===== src/rtl/nbf_pkg.sv =====
package nbf_pkg;
  localparam int CTRL_W = 4;
  localparam int BIT_EN9    = 0;
  localparam int BIT_MATCH  = 1;
  localparam int BIT_SEND   = 2;
  localparam int BIT_MANUAL = 3;

  typedef enum logic [1:0] {
    SEL_CTRL = 2'd0,
    SEL_RXA  = 2'd1,
    SEL_TXA  = 2'd2,
    SEL_NONE = 2'd3
  } cfg_sel_e;
endpackage


===== src/rtl/nbf_rst_sync.sv =====
module nbf_rst_sync #(
  parameter int STAGES = 2
) (
  input  logic clk,
  input  logic rst_n,
  output logic rst_n_sync
);
  logic [STAGES-1:0] sync_q;

  always_ff @(posedge clk or negedge rst_n) begin
    if (!rst_n) sync_q <= '0;
    else        sync_q <= {sync_q[STAGES-2:0], 1'b1};
  end

  assign rst_n_sync = sync_q[STAGES-1];
endmodule


===== src/rtl/nbf_regs.sv =====
module nbf_regs
  import nbf_pkg::*;
#(
  parameter int ADDR_W = 8
) (
  input  logic              clk,
  input  logic              rst_n,
  input  logic              cfg_we,
  input  logic [1:0]        cfg_sel,
  input  logic [ADDR_W-1:0] cfg_wdata,
  input  logic              send_done,
  output logic [CTRL_W-1:0] ctrl,
  output logic [ADDR_W-1:0] rx_addr,
  output logic [ADDR_W-1:0] tx_addr
);
  logic [CTRL_W-1:0] ctrl_d;
  logic [ADDR_W-1:0] rxa_d, txa_d;
  logic              ctrl_en, rxa_en, txa_en;

  always_comb begin
    ctrl_en = 1'b0;
    rxa_en  = cfg_we && (cfg_sel_e'(cfg_sel) == SEL_RXA);
    txa_en  = cfg_we && (cfg_sel_e'(cfg_sel) == SEL_TXA);
    ctrl_d  = ctrl;
    rxa_d   = cfg_wdata;
    txa_d   = cfg_wdata;
    if (cfg_we && (cfg_sel_e'(cfg_sel) == SEL_CTRL)) begin
      ctrl_en = 1'b1;
      ctrl_d  = cfg_wdata[CTRL_W-1:0];
    end else if (send_done) begin
      ctrl_en          = 1'b1;
      ctrl_d[BIT_SEND] = 1'b0;
    end
  end

  always_ff @(posedge clk or negedge rst_n) begin
    if (!rst_n) begin
      ctrl    <= '0;
      rx_addr <= '0;
      tx_addr <= '0;
    end else begin
      if (ctrl_en) ctrl    <= ctrl_d;
      if (rxa_en)  rx_addr <= rxa_d;
      if (txa_en)  tx_addr <= txa_d;
    end
  end
endmodule


===== src/rtl/nbf_tx_path.sv =====
module nbf_tx_path #(
  parameter int ADDR_W = 8,
  localparam int CHR_W = ADDR_W + 1
) (
  input  logic              en9,
  input  logic              manual,
  input  logic              send_req,
  input  logic [ADDR_W-1:0] tx_addr,
  input  logic              in_valid,
  input  logic [CHR_W-1:0]  in_chr,
  output logic              in_ready,
  output logic              out_valid,
  output logic [CHR_W-1:0]  out_chr,
  input  logic              out_ready,
  output logic              send_done
);
  logic insert;

  always_comb begin
    insert    = en9 && !manual && send_req;
    send_done = insert && out_ready;
    if (insert) begin
      out_valid = 1'b1;
      out_chr   = {1'b1, tx_addr};
      in_ready  = 1'b0;
    end else begin
      out_valid = in_valid;
      in_ready  = out_ready;
      if (en9 && manual) out_chr = in_chr;
      else               out_chr = {1'b0, in_chr[ADDR_W-1:0]};
    end
  end
endmodule


===== src/rtl/nbf_rx_filter.sv =====
module nbf_rx_filter #(
  parameter int ADDR_W = 8,
  localparam int CHR_W = ADDR_W + 1
) (
  input  logic              clk,
  input  logic              rst_n,
  input  logic              en9,
  input  logic              match_en,
  input  logic [ADDR_W-1:0] rx_addr,
  input  logic              in_valid,
  input  logic [CHR_W-1:0]  in_chr,
  input  logic              flag_clr,
  output logic              out_valid,
  output logic [CHR_W-1:0]  out_chr,
  output logic              addr_flag
);
  logic             is_addr, filtering, selected_q, selected_d;
  logic             accept, out_valid_d, flag_d;
  logic [CHR_W-1:0] out_chr_d;

  always_comb begin
    is_addr    = en9 && in_chr[ADDR_W];
    filtering  = en9 && match_en;
    selected_d = selected_q;
    if (!filtering)
      selected_d = 1'b0;
    else if (in_valid && is_addr)
      selected_d = (in_chr[ADDR_W-1:0] == rx_addr);

    if (filtering) accept = !is_addr && selected_q;
    else           accept = 1'b1;
    out_valid_d = in_valid && accept;
    out_chr_d   = en9 ? in_chr : {1'b0, in_chr[ADDR_W-1:0]};

    flag_d = addr_flag;
    if (flag_clr)              flag_d = 1'b0;
    if (in_valid && is_addr)   flag_d = 1'b1;
  end

  always_ff @(posedge clk or negedge rst_n) begin
    if (!rst_n) begin
      selected_q <= 1'b0;
      out_valid  <= 1'b0;
      out_chr    <= '0;
      addr_flag  <= 1'b0;
    end else begin
      selected_q <= selected_d;
      out_valid  <= out_valid_d;
      if (out_valid_d) out_chr <= out_chr_d;
      addr_flag  <= flag_d;
    end
  end
endmodule


===== src/rtl/nbf_framer.sv =====
module nbf_framer
  import nbf_pkg::*;
#(
  parameter int ADDR_W = 8,
  localparam int CHR_W = ADDR_W + 1
) (
  input  logic              clk,
  input  logic              rst_n,
  input  logic              cfg_we,
  input  logic [1:0]        cfg_sel,
  input  logic [ADDR_W-1:0] cfg_wdata,
  output logic [CTRL_W-1:0] ext_ctrl_o,
  input  logic              tx_in_valid,
  input  logic [CHR_W-1:0]  tx_in_chr,
  output logic              tx_in_ready,
  output logic              tx_chr_valid,
  output logic [CHR_W-1:0]  tx_chr,
  input  logic              tx_chr_ready,
  input  logic              rx_chr_valid,
  input  logic [CHR_W-1:0]  rx_chr,
  output logic              rx_out_valid,
  output logic [CHR_W-1:0]  rx_out_chr,
  input  logic              lsr_clr,
  output logic              lsr_addr_rcvd
);
  logic              rst_n_s, send_done;
  logic [CTRL_W-1:0] ctrl;
  logic [ADDR_W-1:0] rx_addr, tx_addr;

  nbf_rst_sync #(.STAGES(2)) u_rst (
    .clk(clk), .rst_n(rst_n), .rst_n_sync(rst_n_s)
  );

  nbf_regs #(.ADDR_W(ADDR_W)) u_regs (
    .clk(clk), .rst_n(rst_n_s), .cfg_we(cfg_we), .cfg_sel(cfg_sel),
    .cfg_wdata(cfg_wdata), .send_done(send_done), .ctrl(ctrl),
    .rx_addr(rx_addr), .tx_addr(tx_addr)
  );

  nbf_tx_path #(.ADDR_W(ADDR_W)) u_tx (
    .en9(ctrl[BIT_EN9]), .manual(ctrl[BIT_MANUAL]), .send_req(ctrl[BIT_SEND]),
    .tx_addr(tx_addr), .in_valid(tx_in_valid), .in_chr(tx_in_chr),
    .in_ready(tx_in_ready), .out_valid(tx_chr_valid), .out_chr(tx_chr),
    .out_ready(tx_chr_ready), .send_done(send_done)
  );

  nbf_rx_filter #(.ADDR_W(ADDR_W)) u_rx (
    .clk(clk), .rst_n(rst_n_s), .en9(ctrl[BIT_EN9]), .match_en(ctrl[BIT_MATCH]),
    .rx_addr(rx_addr), .in_valid(rx_chr_valid), .in_chr(rx_chr),
    .flag_clr(lsr_clr), .out_valid(rx_out_valid), .out_chr(rx_out_chr),
    .addr_flag(lsr_addr_rcvd)
  );

  assign ext_ctrl_o = ctrl;
endmodule


===== config.mk =====
export PLATFORM = sky130hd
export DESIGN_NAME = nbf_framer
export DESIGN_NICKNAME = d
export VERILOG_FILES = /design/src/rtl/nbf_pkg.sv /design/src/rtl/nbf_rst_sync.sv /design/src/rtl/nbf_regs.sv /design/src/rtl/nbf_tx_path.sv /design/src/rtl/nbf_rx_filter.sv /design/src/rtl/nbf_framer.sv
export SDC_FILE = /design/constraint.sdc
export NUM_CORES = 1
export LEC_CHECK = 0
export BUFFER_PORTS_ARGS = -buffer_cell sky130_fd_sc_hd__buf_2
export CAP_MARGIN = 20
export CORE_UTILIZATION = 35
export DETAILED_ROUTE_END_ITERATION = 12
export GPL_TIMING_DRIVEN = 0
export SYNTH_ARGS = -nofsm -noshare
export SYNTH_HDL_FRONTEND = slang
export SYNTH_SLANG_ARGS = --single-unit

===== constraint.sdc =====
create_clock -name clk -period 1.2 [get_ports clk]
set_input_delay 0.06 -clock clk [delete_from_list [all_inputs] [get_ports clk]]
set_output_delay 0.06 -clock clk [all_outputs]
set_load 0.1 [all_outputs]

==> impl_metrics.ini <==
[status]
status = complete, but fails checks
violations = negative setup slack

[synthesis]
synth_warnings = 0
synthCells = 111
netlist_area_um2 = 1550
synth_top_area_share_pct = 54.9
synth_area_leaders = dfrtp_1, mux2_2, xnor2_1
yosysSeqAreaShare_pct = 54.9
syn-num-nets = 146
yosysTopAreaCell = dfrtp_1
synth_cell_types = 20
ys_ff_latch = 34
synth.avg_cell_area_um2 = 14.0

[place]
port_buffers = 60
gp_congestion = 0.718
place_hpwl_um = 2480

[drt]
final_antenna_net_count = 0
routedWlPerCell_um = 15.2
vias = 1166
first_iter_violations = 32
drc = 0
finalWirelength_um = 3650
viasPerCell = 4.84
dr.pass1.iters = 4

[worst_setup_path]
cpMaxStageDelayCell = dfrtp_1
worst_setup_path_start_kind = flop
reg2reg_depth = 6
slowest_delay_ns = 0.36
crit_required_ns = 1.14
reg2reg_to = u_rx.out_chr[2]
cp-end-kind = output port
r2r-start = u_regs.ctrl[0]
critPathMaxFanout = 5
cp_data_arrival_time_ns = 1.44
rrSetupSlack_ns = -0.20
critical_path_class = flop to output port
cp_cell_sequence = buf_6 > nand3b_4 > mux2_4 > buf_12

[clocking]
htree_levels = 2
cts_sinks = 34
clkSlewWorstSetupHoldPaths_ns = 0.06
cts_buffers = 5
cts_tree = built
insertion_delay_ns = 0.28
max-clock-path-buffers = 2
root_buffer = clkbuf_8

[floorplanning]
core_um2 = 4120
num_rows = 23
fp.dieH_um = 68.5
start_util_pct = 37.6
num_io_pins = 61
dieArea_um2 = 4700
die_x_um = 68.5

[run]
drv_cap = 0

[worst_hold_path]
min_path_cells = 2
hp-start = cfg_wdata[6]
hp-class = input port to flop
hold_end = u_regs.rx_addr[6]

[pwr]
vdd_ir_drop_max_uv = 806
total_power_w = 0.00446
powerDensity_nw_per_um2 = 1820
leakage_nw = 1.22

[global_route]
grt_pass1_vias = 1175
grt_usage_pct = 17.3
grt_pass1_wl_um = 5680
antenna_found_initial = 0
grt_max_degree = 24
grt_overflow = 0

[layout]
fin_nets = 226
n_fill_cell = 354
syn_to_final_growth_pct = 58.7
mostFrequentLayoutCells = buf_2, dfrtp_1, mux2_2
diodes = 0
drive_above_1_share_pct = 67.0
finish.utilization_pct = 59.7
layout_commonest_cell = buf_2

[timing]
slew_viol_final = 0
finalCriticalPeriod_ns = 1.50
tightest_slew_ns = 0.515
period_share_pct = 125
rsz0062_at_grt = true
final-hold-violation-count = 0
setup_violations = 21
skew_ns = 0.0106
max_freq_ghz = 0.667
slew_headroom_pct = 65.7
layout_setup_ws_ns = -0.299
routing by layer:
metal | share of wire (%) | wire, um | up-vias | GRT usage, %
met2 | 54 | 1960 | 30 | 31.0
met3 | 4.6 | 167 | 5 | 5.26
met4 | 1.1 | 40 | 0 | 4.69
met5 | 0 | 0 | - | 0
met1 | 41 | 1490 | 581 | 19.9
li1 | - | - | 550 | -
repair_timing:
action,in CTS,in global routing
setup buffers,7,2
gates cloned,1,0
gates resized for setup,67,3
pin swaps,1,2
endpoints found under the hold margin,3,0
setup endpoints to repair,23,23
hold buffers,2,0
how the worst max path moves through the flow:
stage | start | endpoint | slack (ns) | cells after the start
final | u_regs.ctrl[0] | tx_chr[5] | -0.30 | 4
after global routing | u_regs.ctrl[0] | tx_chr[5] | -0.36 | 4
after CTS | u_regs.ctrl[0] | tx_chr[4] | -0.31 | 4
after detailed placement | u_regs.ctrl[3] | tx_chr[7] | -0.27 | 3
after global placement | u_rst.sync_q[1] | u_rx.out_chr[1] | -0.26 | 0
after floorplan | u_regs.ctrl[3] | tx_chr[2] | -0.08 | 2
stage by stage:
stage / worst slack [ns] / cells / instance area, um^2 / TNS, ns / hold slack (ns)
floorplan: -0.0802 / 111 / 1600 / -1.02 / -0.236
global placement: -0.256 / 221 / 1960 / -8.35 / -0.155
detailed placement: -0.272 / 222 / 1990 / -3.63 / -0.155
CTS: -0.311 / 239 / 2430 / -4.39 / 0.0214
global route: -0.359 / 241 / 2460 / -5.57 / 0.0224
finish: -0.299 / 241 / 2460 / -4.54 / 0.0306
cells in the mapped netlist:
cell type / count
and2_1: 1
buf_4: 5
conb_1: 1
dfrtp_1: 34
inv_1: 3
mux2_2: 35
mux2i_1: 2
nand2_1: 4
nand2_4: 1
nand2b_1: 1
nand3_1: 1
nand3b_1: 3
nand3b_2: 1
nand4_1: 4
nor2b_1: 2
nor3b_2: 1
o21ai_0: 2
o21ai_4: 1
o31ai_1: 1
xnor2_1: 8
report_power, final:
part	internal (W)	total [W]	switching [W]	leakage, nW
combinational	0.000764	0.00214	0.00137	0.771
clock	0.000455	0.000831	0.000377	0.0443
sequential	0.00135	0.00149	0.000139	0.403
total	0.00257	0.00446	0.00189	1.22
logic make-up (layout without fill, tap and decap cells):
| kind of cell | Yosys count | after routing | synth area share (%) |
|---|---|---|---|
| AO/OA/AOI/OAI | 4 | 4 | 2.18 |
| multiplexers | 37 | 37 | 26.7 |
| other | 1 | 1 | 0.242 |
| XOR/XNOR | 8 | 8 | 4.52 |
| AND/OR/NAND/NOR | 19 | 20 | 8.24 |
| flip-flops | 34 | 34 | 54.9 |
| buffers and inverters | 8 | 87 | 3.15 |
final cells by class:
| class | instances | area (um^2) | area share [%] |
|---|---|---|---|
| Timing Repair Buffer | 72 | 639 | 26.0 |
| Sequential cell | 34 | 855 | 34.8 |
| Buffer | 5 | 41.3 | 1.68 |
| Clock buffer | 7 | 86.3 | 3.51 |
| Tap cell | 50 | 62.6 | 2.54 |
| Inverter | 3 | 11.3 | 0.458 |
| Multi-Input combinational cell | 70 | 763 | 31.0 |
critical path: cells and delay by family, from the launching register on:
| kind | cells | cell delay, ns |
|---|---|---|
| buf+inv | 2 | 0.31 |
| flops | 1 | 0.36 |
| mux | 1 | 0.35 |
| simple gates | 1 | 0.15 |
flip-flops by register name, indices dropped and copies added (netlist names):
name	count
u_rx.out_chr	9
u_regs.rx_addr	8
u_regs.tx_addr	8
u_regs.ctrl	4
u_rst.sync_q	2
u_rx.addr_flag	1
u_rx.out_valid	1
u_rx.selected_q	1
Power figures use the tool's default switching activity.
